**src/rtl/trap_entry_pkg.sv**
```systemverilog
`timescale 1ns/1ps
package trap_entry_pkg;

    localparam int MODE_W  = 5;
    localparam int OFFS_W  = 8;

    localparam int EXC_SUPV_CALL   = 1;
    localparam int EXC_FETCH_ABORT = 2;
    localparam int EXC_DATA_ABORT  = 3;
    localparam int EXC_IRQ         = 4;

    localparam logic [MODE_W-1:0] MODE_SUPV  = 5'h13;
    localparam logic [MODE_W-1:0] MODE_ABORT = 5'h17;
    localparam logic [MODE_W-1:0] MODE_IRQ   = 5'h12;

    typedef enum logic [1:0] {
        ST_IDLE,
        ST_ENTER,
        ST_REJECT
    } seq_state_e;

    typedef struct packed {
        logic              known;
        logic [MODE_W-1:0] mode;
        logic [OFFS_W-1:0] offset;
    } entry_info_t;

endpackage

```
**src/rtl/trap_vec_decode.sv**
```systemverilog
`timescale 1ns/1ps
module trap_vec_decode
    import trap_entry_pkg::*;
#(
    parameter int CODE_W = 3
) (
    input  logic [CODE_W-1:0] code,
    output entry_info_t       info
);

    always_comb begin
        info = '0;
        case (code)
            CODE_W'(EXC_SUPV_CALL): begin
                info.known  = 1'b1;
                info.mode   = MODE_SUPV;
                info.offset = 8'h08;
            end
            CODE_W'(EXC_FETCH_ABORT): begin
                info.known  = 1'b1;
                info.mode   = MODE_ABORT;
                info.offset = 8'h0c;
            end
            CODE_W'(EXC_DATA_ABORT): begin
                info.known  = 1'b1;
                info.mode   = MODE_ABORT;
                info.offset = 8'h10;
            end
            CODE_W'(EXC_IRQ): begin
                info.known  = 1'b1;
                info.mode   = MODE_IRQ;
                info.offset = 8'h18;
            end
            default: info = '0;
        endcase
    end

endmodule

```
**src/rtl/trap_vec_reloc.sv**
```systemverilog
`timescale 1ns/1ps
module trap_vec_reloc
    import trap_entry_pkg::*;
#(
    parameter int              XLEN       = 32,
    parameter logic [XLEN-1:0] HIVEC_BASE = 32'hFFFF_0000
) (
    input  logic [OFFS_W-1:0] offset,
    input  logic              hivec_en,
    output logic [XLEN-1:0]   vector
);

    logic [XLEN-1:0] base_sel;

    always_comb begin
        base_sel = hivec_en ? HIVEC_BASE : '0;
        vector   = XLEN'(offset) + base_sel;
    end

endmodule

```
**src/rtl/trap_status_build.sv**
```systemverilog
`timescale 1ns/1ps
module trap_status_build
    import trap_entry_pkg::*;
#(
    parameter int XLEN     = 32,
    parameter int IDIS_BIT = 7
) (
    input  logic [XLEN-1:0]   cur_status,
    input  logic [MODE_W-1:0] mode,
    output logic [XLEN-1:0]   next_status
);

    always_comb begin
        next_status               = cur_status;
        next_status[MODE_W-1:0]   = mode;
        next_status[IDIS_BIT]     = 1'b1;
    end

endmodule

```
**src/rtl/trap_entry_seq.sv**
```systemverilog
`timescale 1ns/1ps
module trap_entry_seq
    import trap_entry_pkg::*;
#(
    parameter int              XLEN       = 32,
    parameter int              CODE_W     = 3,
    parameter int              IDIS_BIT   = 7,
    parameter logic [XLEN-1:0] HIVEC_BASE = 32'hFFFF_0000
) (
    input  logic              clk,
    input  logic              rst_n,
    input  logic              exc_valid,
    input  logic [CODE_W-1:0] exc_code,
    input  logic [XLEN-1:0]   cur_pc,
    input  logic [XLEN-1:0]   cur_status,
    input  logic              hivec_en,
    output logic              done,
    output logic              err,
    output logic [XLEN-1:0]   new_pc,
    output logic [XLEN-1:0]   new_status,
    output logic [XLEN-1:0]   saved_status,
    output logic [XLEN-1:0]   link_val,
    output logic              bank_req,
    output logic [MODE_W-1:0] bank_old_mode,
    output logic [MODE_W-1:0] bank_new_mode
);

    seq_state_e      state_q, state_d;
    entry_info_t     info;
    logic [XLEN-1:0] vector;
    logic [XLEN-1:0] status_next;
    logic            accept;
    logic            reject;
    logic            mode_change;

    trap_vec_decode #(.CODE_W(CODE_W)) u_decode (
        .code (exc_code),
        .info (info)
    );

    trap_vec_reloc #(.XLEN(XLEN), .HIVEC_BASE(HIVEC_BASE)) u_reloc (
        .offset   (info.offset),
        .hivec_en (hivec_en),
        .vector   (vector)
    );

    trap_status_build #(.XLEN(XLEN), .IDIS_BIT(IDIS_BIT)) u_status (
        .cur_status  (cur_status),
        .mode        (info.mode),
        .next_status (status_next)
    );

    assign accept      = exc_valid &  info.known;
    assign reject      = exc_valid & ~info.known;
    assign mode_change = (cur_status[MODE_W-1:0] != info.mode);

    // Next-state logic
    always_comb begin
        state_d = ST_IDLE;
        unique case (state_q)
            ST_IDLE: begin
                if (accept)      state_d = ST_ENTER;
                else if (reject) state_d = ST_REJECT;
                else             state_d = ST_IDLE;
            end
            ST_ENTER: begin
                if (accept)      state_d = ST_ENTER;
                else if (reject) state_d = ST_REJECT;
                else             state_d = ST_IDLE;
            end
            ST_REJECT: begin
                if (accept)      state_d = ST_ENTER;
                else if (reject) state_d = ST_REJECT;
                else             state_d = ST_IDLE;
            end
            default: state_d = ST_IDLE;
        endcase
    end

    // State register
    always_ff @(posedge clk) begin
        if (!rst_n) state_q <= ST_IDLE;
        else        state_q <= state_d;
    end

    // Result registers: load only on an accepted entry
    always_ff @(posedge clk) begin
        if (!rst_n) begin
            new_pc        <= '0;
            new_status    <= '0;
            saved_status  <= '0;
            link_val      <= '0;
            bank_req      <= 1'b0;
            bank_old_mode <= '0;
            bank_new_mode <= '0;
        end else begin
            bank_req <= 1'b0;
            if (accept) begin
                new_pc        <= vector;
                new_status    <= status_next;
                saved_status  <= cur_status;
                link_val      <= cur_pc;
                bank_req      <= mode_change;
                bank_old_mode <= cur_status[MODE_W-1:0];
                bank_new_mode <= info.mode;
            end
        end
    end

    assign done = (state_q == ST_ENTER);
    assign err  = (state_q == ST_REJECT);

endmodule

```
**config.mk**
```make
export PLATFORM = sky130hd
export DESIGN_NAME = trap_entry_seq
export DESIGN_NICKNAME = d
export VERILOG_FILES = /design/src/rtl/trap_entry_pkg.sv /design/src/rtl/trap_vec_decode.sv /design/src/rtl/trap_vec_reloc.sv /design/src/rtl/trap_status_build.sv /design/src/rtl/trap_entry_seq.sv
export SDC_FILE = /design/constraint.sdc
export NUM_CORES = 1
export LEC_CHECK = 0
export ABC_AREA = 1
export BUFFER_PORTS_ARGS = -buffer_cell sky130_fd_sc_hd__buf_2
export CAP_MARGIN = 20
export CORE_MARGIN = 5
export CORE_UTILIZATION = 45
export DETAILED_ROUTE_END_ITERATION = 8
export PLACE_DENSITY = 0.83
export SETUP_SLACK_MARGIN = 0.4
export SLEW_MARGIN = 20
export SYNTH_ARGS = -nofsm -noshare
export SYNTH_HDL_FRONTEND = slang
export SYNTH_SLANG_ARGS = --single-unit
```
**constraint.sdc**
```tcl
create_clock -name clk -period 2.3 [get_ports clk]
set_clock_uncertainty 0.05 [all_clocks]
set_input_delay 0.23 -clock clk [delete_from_list [all_inputs] [get_ports clk]]
set_output_delay 0.23 -clock clk [all_outputs]
set_load 0.03 [all_outputs]
```
Word level (Yosys, flattened, before mapping). Index checks and enable logic that the tools add are counted.

Multipliers: 0. $add $sub $neg: 1. Reduce and logical (&&, ||, !) cells: 5. Divide/modulo/power cells: 0. Magnitude comparators: 0. Muxes and demuxes: 4. Eq/ne operators: 7. Shift operators: 0. Bitwise gates (word level): 5.

Operators with widths (number): $pmux W14 S4 (1); $add A8 B32 Y32 (1); $mux W32 (1); $eq A3 B2 Y1 const B (2); $reduce_or A3 Y1 (2); $ne A5 B5 Y1 (1); $reduce_and A2 Y1 (2); $eq A3 B1 Y1 const B (1); $eq A3 B3 Y1 const B (1); $not A1 Y1 (3); $and A1 B1 Y1 (2); $eq A2 B1 Y1 const B (1); $eq A2 B2 Y1 const B (1); $logic_not A2 Y1 (1); $mux W2 (1); $mux W1 (1).

Bits in latches: 0. Input port bits: 71. RAM bits: 0. Output and inout port bits: 141. Memories kept: 0. Register bits: 141. Logic and storage cells: 31. Memory bits (read-only): 0.

Logic depth before layout (Yosys ltp). Gate-level depths: netlist of the first run.

Word-level depth: 6. Mapped depth: 9. Depth with buffers taken out: 8.

Cells and area by module. A second synthesis of the first run with hierarchy kept.

Cells, all modules: 705. Area, all modules: 5442.7 um2.

Modules (own cells, without submodules): trap_entry_seq (area each 4824.6 um2, instances 1, seq. area each 2722.6 um2, cells each 615); trap_status_build (area each 244.0 um2, instances 1, seq. area each 0.0 um2, cells each 33); trap_vec_reloc (area each 244.0 um2, instances 1, seq. area each 0.0 um2, cells each 33); trap_vec_decode (area each 130.1 um2, instances 1, seq. area each 0.0 um2, cells each 24).

Least setup slack after synthesis of the first run. OpenSTA, ideal clock, no wires.

Kind: reg2out. Start point: reg, netlist name new_pc[30]. End point: out new_pc[17]. Path slack: 1.026 ns. Buffers on the path: 1. Data arrival time: 0.994 ns. Stages on the path, launching flop included: 2. Data required time: 2.020 ns. Path through: dfxtp_1 buf_4.

RTL lines: end: declaration (RTL line trap_entry_seq.sv:19) `output logic [XLEN-1:0] new_pc,`.

==> results of run 1 <==
==> Yosys cell counts <==
| library cell | instances | area, um^2 |
|---|---|---|
| nand2_4 | 1 | 11.3 |
| buf_6 | 1 | 11.3 |
| dfxtp_1 | 75 | 1500 |
| a21oi_2 | 20 | 175 |
| clkbuf_1 | 9 | 33.8 |
| nand3b_1 | 2 | 15.0 |
| buf_8 | 2 | 30.0 |
| nand3_1 | 48 | 240 |
| nand2_1 | 84 | 315 |
| inv_1 | 14 | 52.6 |
| nand3_2 | 21 | 210 |
| buf_4 | 68 | 510 |
| conb_1 | 1 | 3.75 |
| a21oi_1 | 50 | 250 |
| o21ai_1 | 2 | 10.0 |
| nor2_1 | 9 | 33.8 |
| buf_2 | 16 | 80.1 |
| o211ai_1 | 1 | 7.51 |
| o21ai_0 | 2 | 10.0 |
| nand2_2 | 3 | 18.8 |
==> flip-flops by register name, indices dropped and copies added (netlist names) <==
| name | count |
|---|---|
| new_status | 4 |
| bank_req | 1 |
| saved_status | 32 |
| state_q | 2 |
| new_pc | 4 |
| link_val | 32 |
==> power by group <==
group / internal [uW] / total [uW] / switching (uW)
Sequential: 1380 / 1430 / 49.3
Clock: 835 / 1310 / 476
Combinational: 223 / 782 / 559
==> cells in the final DEF (no fill, tap or decap) <==
cell         n
nand2_1     84
bufinv_16    4
inv_1       13
clkbuf_1     1
conb_1      15
nand3b_1     2
clkbuf_8     9
nand3_2     21
o21ai_0      2
nand2_2      3
o211ai_1     1
inv_2        1
buf_2      196
o21ai_1      2
dfxtp_1     75
nor2_1       9
nand2_4      1
a21oi_2     20
clkinv_4     2
buf_12       2
a21oi_1     50
buf_4        5
nand3_1     48
==> worst paths after layout <==
| kind | start | end | slack (ns) | cells past startpoint |
|---|---|---|---|---|
| worst max-delay path | new_pc[30] | new_pc[24] | 0.88 | 1 |
| worst min-delay path | cur_pc[20] | link_val[20] | 0.09 | 3 |
| worst max register to register | new_pc[30] | new_pc[30] | 1.41 | 2 |
| worst min register to register | new_status[7] | new_status[7] | 0.40 | 2 |
==> per-stage QoR <==
step	hold WS (ns)	util, %	total power [uW]
2_1_floorplan	0.318	-	2090
3_3_place_gp	0.379	53.3	2230
3_5_place_dp	0.389	53.3	2240
4_1_cts	0.0783	56.7	3550
5_1_grt	0.0793	56.7	3670
6_report	0.0919	56.7	3520
==> metal layers <==
| metal | up-vias | part of all wire (%) |
|---|---|---|
| li1 | 1581 | - |
| met1 | 1440 | 38 |
| met2 | 135 | 50 |
| met3 | 21 | 9.8 |
| met4 | 0 | 2.1 |
| met5 | - | 0 |
==> logic make-up after synthesis <==
family          synth area share (%)
compound gates                  12.9
buf+inv                         20.4
flops                           42.6
other cells                    0.107
simple gates                    24.0
==> area by class of cell <==
cell class,instances,area [um^2]
Timing Repair Buffer,203,1060
Tap cell,102,128
Clock buffer,10,128
Clock inverter,6,138
Multi-Input combinational cell,258,1350
Fill cell,717,3330
Sequential cell,75,1500
Inverter,14,52.6
==> results.md, run 1 <==
- Startpoint types: flip-flop
- Worst path arrival time: 1.14 ns
- Post-CTS Setup Inserts: 0
- Largest net degree at the start of global routing: 69
- Hold buffers post-CTS: 0
- DR vias: 3177
- Nets: 632
- Die ar.: 9690 um^2
- Seq cells post-synth: 75
- Port buffer count: 196
- Slew Limit Fails: 0
- Gr usage total: 17.6%
- ANT nets after route: 0
- Drt pass-1 iters: 4
- Cell Chain, Critical Path: buf_2
- Site row count: 32
- Worst EP required: 2.02 ns
- CTS tree: yes
- Worst Max-Slew Pin Slew: 0.500 ns
- Upper clock frequency limit: 0.706 GHz
- Global Route met1 Usage: 19.8%
- Max stage delay cell, worst path: dfxtp_1
- Status: complete, no violations
- Synth-to-Final Area Change: 23.8%
- Pre-CTS setup slack: 0.643 ns
- DP Area: 4090 um^2
- Post-cts sizing count: 0
- Mapped Area: 3520 um^2
- RSZ-0062 raised after global routing: no
- DP Wirelength: 6590 um
- Final Hold Vio Count: 0
- DR iter-0 viols: 83
- First-pass GRT wire length: 14200 um
- CP peak stage delay: 0.53 ns
- Crit Path Max Fanout: 17
- Clock Latency Late Sink: 0.33 ns
- Clock Pin Slew Worst Setup and Hold Paths: 0.09 ns
- Share of layout cells above drive strength 1: 46.6%
- Warnings from Yosys: 0
- Register area share after synthesis: 42.6%
- Number of global-route vias before repair: 3003
- Syn avg cell area: 8.21 um^2
- PnR worst setup slack: 0.884 ns
- Avg WL per Cell: 13.4 um
- Non-Filler Instances: 668
- Setup TNS: 0 ns
- Peak supply drop: 0.430 mV
- GRT busiest layer: met2
- Period Utilization, post-route: 61.6%
- GR Layer Usage met2: 30.6%
- I/O pins: 212
- Rel. slew slack: 66.6%
- Final WL: 8970 um
- Die span in y: 98.5 um
- Core footprint: 7690 um^2
- # Max-Cap Violations: 0
- LEAKAGE: 0.00219 uW
- Critical path class: reg2out
- Initial antenna violation count: 0
- Cell variety after synth: 20
- Vias per cell: 4.76
- Critical path endpoint category: output pin
- CTS Sinks: 75
- Remaining DRCs: 0
- Ant diodes: 0
- Post-synthesis cell count: 429
- Root buf cell: clkbuf_8
- Final Instance Area: 4360 um^2
- Crit path max-delay family: flip-flops
- Min cycle time layout: 1.42 ns
- Total CTS buffers: 9
- WP buf/inv: 1
- Die width: 98.5 um
- GPL Wtd Cong: 0.801
- Clock tree buffer depth: 2
- Starting Density: 45.8%
- CTS H-Tree Depth: 3
- Worst hold path type: in2reg
- Placed Cells: 652
- Grt ovf: 0
- Final setup viols: 0
- Pwr per Cell Area: 807 nW/um^2
- Met3 Use GR: 5.94%
(Power assumes the default switching activity.)
==> inputs of run 2 (changes only) <==
CORE_UTILIZATION = 39   (was 45)
PLACE_DENSITY = 0.76   (was 0.83)
clock period = 1.3 ns   (was 2.3 ns; I/O delays follow)
==> results.md, run 2 (same netlist as run 1, synthesis figures left out) <==
- Upper clock frequency limit: 0.833 GHz
- Slew Limit Fails: 0 (unchanged)
- Port buffer count: 196 (unchanged)
- GPL Wtd Cong: 0.737 (-8.0%)
- CTS Sinks: 75 (unchanged)
- Clock Latency Late Sink: 0.34 ns (about the same)
- Final Instance Area: 8010 um^2 (+84%)
- Cell Chain, Critical Path: buf_6, buf_6
- Root buf cell: clkbuf_8
- Filler Cells Inserted: 320 (-55%)
- Min cycle time layout: 1.20 ns
- Die width: 105 um (+6.7%)
- Status: complete, no violations
- I/O pins: 212 (unchanged)
- DP Wirelength: 6720 um (+1.9%)
- Non-Filler Instances: 825 (+24%)
- LEAKAGE: 0.00354 uW (+61%)
- Site row count: 34 (+6.3%)
- Avg WL per Cell: 22.4 um (+67%)
- Worst hold path type: in2reg
- Pwr per Cell Area: 903 nW/um^2 (+12%)
- Clock tree buffer depth: 2 (unchanged)
- Period Utilization, post-route: 92.4%
- First-pass GRT wire length: 22800 um (+61%)
- Final core utilization: 91.4% (+35 points)
- Starting Density: 40.2% (-5.6 points)
- Largest net degree at the start of global routing: 68 (-1.4%)
- Grt ovf: 0 (unchanged)
- Worst EP required: 1.12 ns (-0.90 ns)
- Final Hold Vio Count: 0 (unchanged)
- RSZ-0062 raised after global routing: yes
- Critical path endpoint category: output pin
- Max stage delay cell, worst path: dfxtp_4
- Drt pass-1 iters: 5 (+1)
- DR vias: 4306 (+36%)
- CTS tree: yes
- Number of global-route vias before repair: 4215 (+40%)
- Core footprint: 8760 um^2 (+14%)
- Total CTS buffers: 9 (unchanged)
- Top Registers: link_val (32), saved_status (32)
- Clock Pin Slew Worst Setup and Hold Paths: 0.09 ns (about the same)
- Startpoint types: flip-flop
- Share of layout cells above drive strength 1: 80.0% (+33 points)
- Setup TNS: 0 ns (unchanged)
- Crit Path Max Fanout: 8 (-9)
- Peak supply drop: 0.684 mV (+59%)
- Most frequent cells in the layout: buf_6 (133), buf_2 (66), a21oi_2 (64), dlygate4sd3_1 (59), buf_4 (54)
- Die span in y: 105 um (+6.7%)
- Gr usage total: 25.4% (+7.8 points)
- Placed Cells: 662 (+1.5%)
- DP Area: 4210 um^2 (+2.7%)
- Initial antenna violation count: 1 (+1)
- Critical path class: reg2out
- Worst path arrival time: 1.02 ns (-0.12 ns)
- Synth-to-Final Area Change: 127%
- Remaining DRCs: 0 (unchanged)
- Most common cell after layout, fill and taps aside: buf_6
- Vias per cell: 5.22 (+9.7%)
- Final setup viols: 0 (unchanged)
- CTS H-Tree Depth: 3 (unchanged)
- Final WL: 18500 um (+110%)
- # Max-Cap Violations: 0 (unchanged)
- Die ar.: 11000 um^2 (+14%)
- DR iter-0 viols: 171 (+110%)
- Multi-input logic area: 2230 um^2 (+65%)
- ANT nets after route: 0 (unchanged)
- CP peak stage delay: 0.38 ns (-0.15 ns)
- CP most frequent cell: buf_6
- Reg area: 1690 um^2 (+13%)
- Nets: 782 (+24%)
-- run 2: changes by cell type in the layout (fill, tap and decap cells not counted), sizes merged --
cell and delta:
nand2 +1, buf +86, clkinv +1, bufinv -4, clkbuf +3, diode +1
dlygate4sd3 +59, clkinvlp +4
-- run 2: path summary, 6_finish.rpt --
kind	from	end	slack (ns)	cells after the start
min reg2reg	link_val[9]	link_val[9]	0.43	2
max	new_pc[30]	new_pc[16]	0.1	2
min	cur_status[0]	saved_status[0]	0.02	3
max reg2reg	state_q[1]	state_q[0]	0.36	4
-- run 2: power by group --
| group | internal [uW] | total [uW] | switching (uW) |
|---|---|---|---|
| clock | 683 | 1630 | 946 |
| combinational | 1450 | 3010 | 1560 |
| sequential | 2420 | 2590 | 167 |
| total | 4560 | 7230 | 2670 |
-- run 2: through the flow --
step	total power [uW]	setup WS, ns	hold slack [ns]
global placement	4000	0.0628	0.322
floorplan	3730	0.291	0.203
detailed placement	4020	0.00108	0.330
finish	7230	0.0994	0.0157
global route	7460	0.0615	0.0176
CTS	6600	0.125	0.000518
-- run 2: what timing repair did --
| item | in CTS | in global routing |
|---|---|---|
| setup buffers | 22 | 46 |
| pin swaps | 17 | 39 |
| hold buffers | 59 | 0 |
| gates cloned | 16 | 3 |
| endpoints found under the hold margin | 59 | 0 |
| gates resized for setup | 365 | 248 |
| setup endpoints to repair | 172 | 200 |
-- run 2: area by class of cell --
cell class              instances  area share, %
diodes                          1         0.0313
well taps                     108           1.69
clock buffers                   9           1.55
clock inverters                 7          0.563
repair buffers                352           46.4
multi-input cells             259           27.9
flip-flops and latches         75           21.1
inverters                      14          0.750
-- run 2: worst max-delay path: cells and delay by family, from the launching register on --
| kind | cells | cell delay (ns) |
|---|---|---|
| DFF | 1 | 0.38 |
| buffers and inverters | 2 | 0.29 |
-- run 2: routing by layer --
| layer | share of wire [%] | GRT usage, % | wire length [um] | vias to the layer above |
|---|---|---|---|---|
| met5 | 0 | 0 | 0 | - |
| met4 | 4.2 | 11.4 | 773 | 0 |
| met3 | 6.8 | 6.72 | 1270 | 61 |
| met2 | 54 | 46.6 | 10100 | 236 |
| met1 | 35 | 27.1 | 6390 | 2103 |
| li1 | - | - | - | 1906 |
==> inputs of run 3 (changes only) <==
HOLD_SLACK_MARGIN = 0.08   (was unset)
==> results.md, run 3 (same netlist as run 1, synthesis figures left out) <==
- Final Hold Vio Count: 0 (unchanged)
- Die ar.: 11000 um^2 (unchanged)
- Number of global-route vias before repair: 4333 (+2.8%)
- Slew Limit Fails: 0 (unchanged)
- Most common cell after layout, fill and taps aside: buf_6
- Starting Density: 40.2% (unchanged)
- Vias per cell: 5.30 (+1.5%)
- Die width: 105 um (unchanged)
- Clock tree buffer depth: 2 (unchanged)
- # Max-Cap Violations: 0 (unchanged)
- First-pass GRT wire length: 23100 um (+1.7%)
- DR iter-0 viols: 188 (+9.9%)
- Non-Filler Instances: 839 (+1.7%)
- Remaining DRCs: 0 (unchanged)
- Critical path endpoint category: output pin
- Peak supply drop: 0.617 mV (-9.8%)
- Worst path arrival time: 1.06 ns (+0.04 ns)
- Port buffer count: 196 (unchanged)
- Cell Chain, Critical Path: inv_2, nor2_2, buf_6
- LEAKAGE: 0.00360 uW (+1.8%)
- Share of layout cells above drive strength 1: 78.7% (-1.3 points)
- Worst EP required: 1.12 ns (about the same)
- Initial antenna violation count: 1 (unchanged)
- Min cycle time layout: 1.24 ns (+0.0392 ns)
- CTS Sinks: 75 (unchanged)
- Startpoint types: flip-flop
- Placed Cells: 662 (unchanged)
- Clock Pin Slew Worst Setup and Hold Paths: 0.09 ns (about the same)
- Period Utilization, post-route: 95.4% (+3.0 points)
- Largest net degree at the start of global routing: 68 (unchanged)
- GPL Wtd Cong: 0.737 (unchanged)
- Final core utilization: 92.5% (+1.1 points)
- Hold_ws: 0.122 ns (+0.106 ns)
- Crit Path Max Fanout: 2 (-6)
- Top Registers: link_val (32), saved_status (32)
- CP peak stage delay: 0.36 ns (-0.02 ns)
- CTS H-Tree Depth: 3 (unchanged)
- Setup TNS: 0 ns (unchanged)
- Upper clock frequency limit: 0.807 GHz (-3.2%)
- Total CTS buffers: 9 (unchanged)
- Total chip power: 7290 uW (+0.76%)
- Site row count: 34 (unchanged)
- I/O pins: 212 (unchanged)
- Status: complete, no violations
- Pwr per Cell Area: 899 nW/um^2 (-0.47%)
- Clock Latency Late Sink: 0.35 ns (about the same)
- CTS tree: yes
- DR vias: 4444 (+3.2%)
- Grt ovf: 0 (unchanged)
- Final setup viols: 0 (unchanged)
- Avg WL per Cell: 22.9 um (+2.4%)
- Core footprint: 8760 um^2 (unchanged)
- Hold buffers post-CTS: 68 (+15%)
- Worst hold path type: in2reg
- Synth-to-Final Area Change: 130%
- Gr usage total: 26.1% (+0.63 points)
- Most frequent cells in the layout: buf_6 (135), dlygate4sd3_1 (67), buf_2 (67), a21oi_2 (65), buf_4 (58)
- Drt pass-1 iters: 4 (-1)
- Max stage delay cell, worst path: dfxtp_2
- Final WL: 19300 um (+4.1%)
- Nets: 795 (+1.7%)
- RSZ-0062 raised after global routing: yes
- DP Wirelength: 6720 um (unchanged)
- ANT nets after route: 0 (unchanged)
- Root buf cell: clkbuf_8
- Die span in y: 105 um (unchanged)
- Critical path class: reg2out
==> run 3: cell types whose count changed in the layout (fill, tap and decap cells not counted), moves of 4 or more <==
cell,before,now
nand3_2,41,37
nand3_1,16,20
buf_4,54,58
dlygate4sd3_1,59,67
==> run 3: what timing repair did <==
item / 4_1_cts / 5_1_grt
endpoints found under the setup margin: 172 / 201
setup buffers: 22 / 51
pin swaps: 17 / 40
resized for setup: 365 / 247
endpoints found under the hold margin: 70 / 1
cloned: 16 / 2
==> run 3: area by class of cell <==
| type | count | area, um^2 |
|---|---|---|
| fillers | 303 | 658 |
| multi-input cells | 259 | 2230 |
| flip-flops and latches | 75 | 1690 |
| repair buffers | 365 | 3820 |
| clock buffers | 9 | 124 |
| clock inverters | 7 | 45.0 |
| inverters | 14 | 60.1 |
| diodes | 2 | 5.00 |
| well taps | 108 | 135 |
==> run 3: final timing paths <==
check,start,endpoint,slack (ns),cells after the start
min,exc_code[2],new_status[0],0.12,4
max,state_q[1],err,0.06,3
max reg2reg,new_pc[30],new_pc[30],0.35,3
min reg2reg,link_val[6],link_val[6],0.43,2
==> run 3: worst max-delay path, delay by kind of cell, from the launching register on <==
family | cells | cell delay (ns)
buf+inv | 2 | 0.21
flops | 1 | 0.36
simple gates | 1 | 0.15
==> run 3: metrics by stage <==
step           setup WS [ns]  area, um^2
3_3_place_gp          0.0628        4210
3_5_place_dp         0.00108        4210
4_1_cts                0.125        6730
2_1_floorplan          0.291        3620
6_report              0.0602        8110
5_1_grt               0.0460        8100
==> run 3: layer usage <==
layer  vias up  track usage (%)  wire, um
met3        78             7.03      1440
met1      2153             27.8      6600
li1       1942                -         -
met2       271             47.9     10400
met4         0             11.2       863
met5         -                0         0
==> run 3: power breakdown <==
group          total (uW)  switching (uW)  internal [uW]
logic                3040            1580           1470
registers            2590             168           2420
clock network        1650             970            683
total                7290            2710           4570
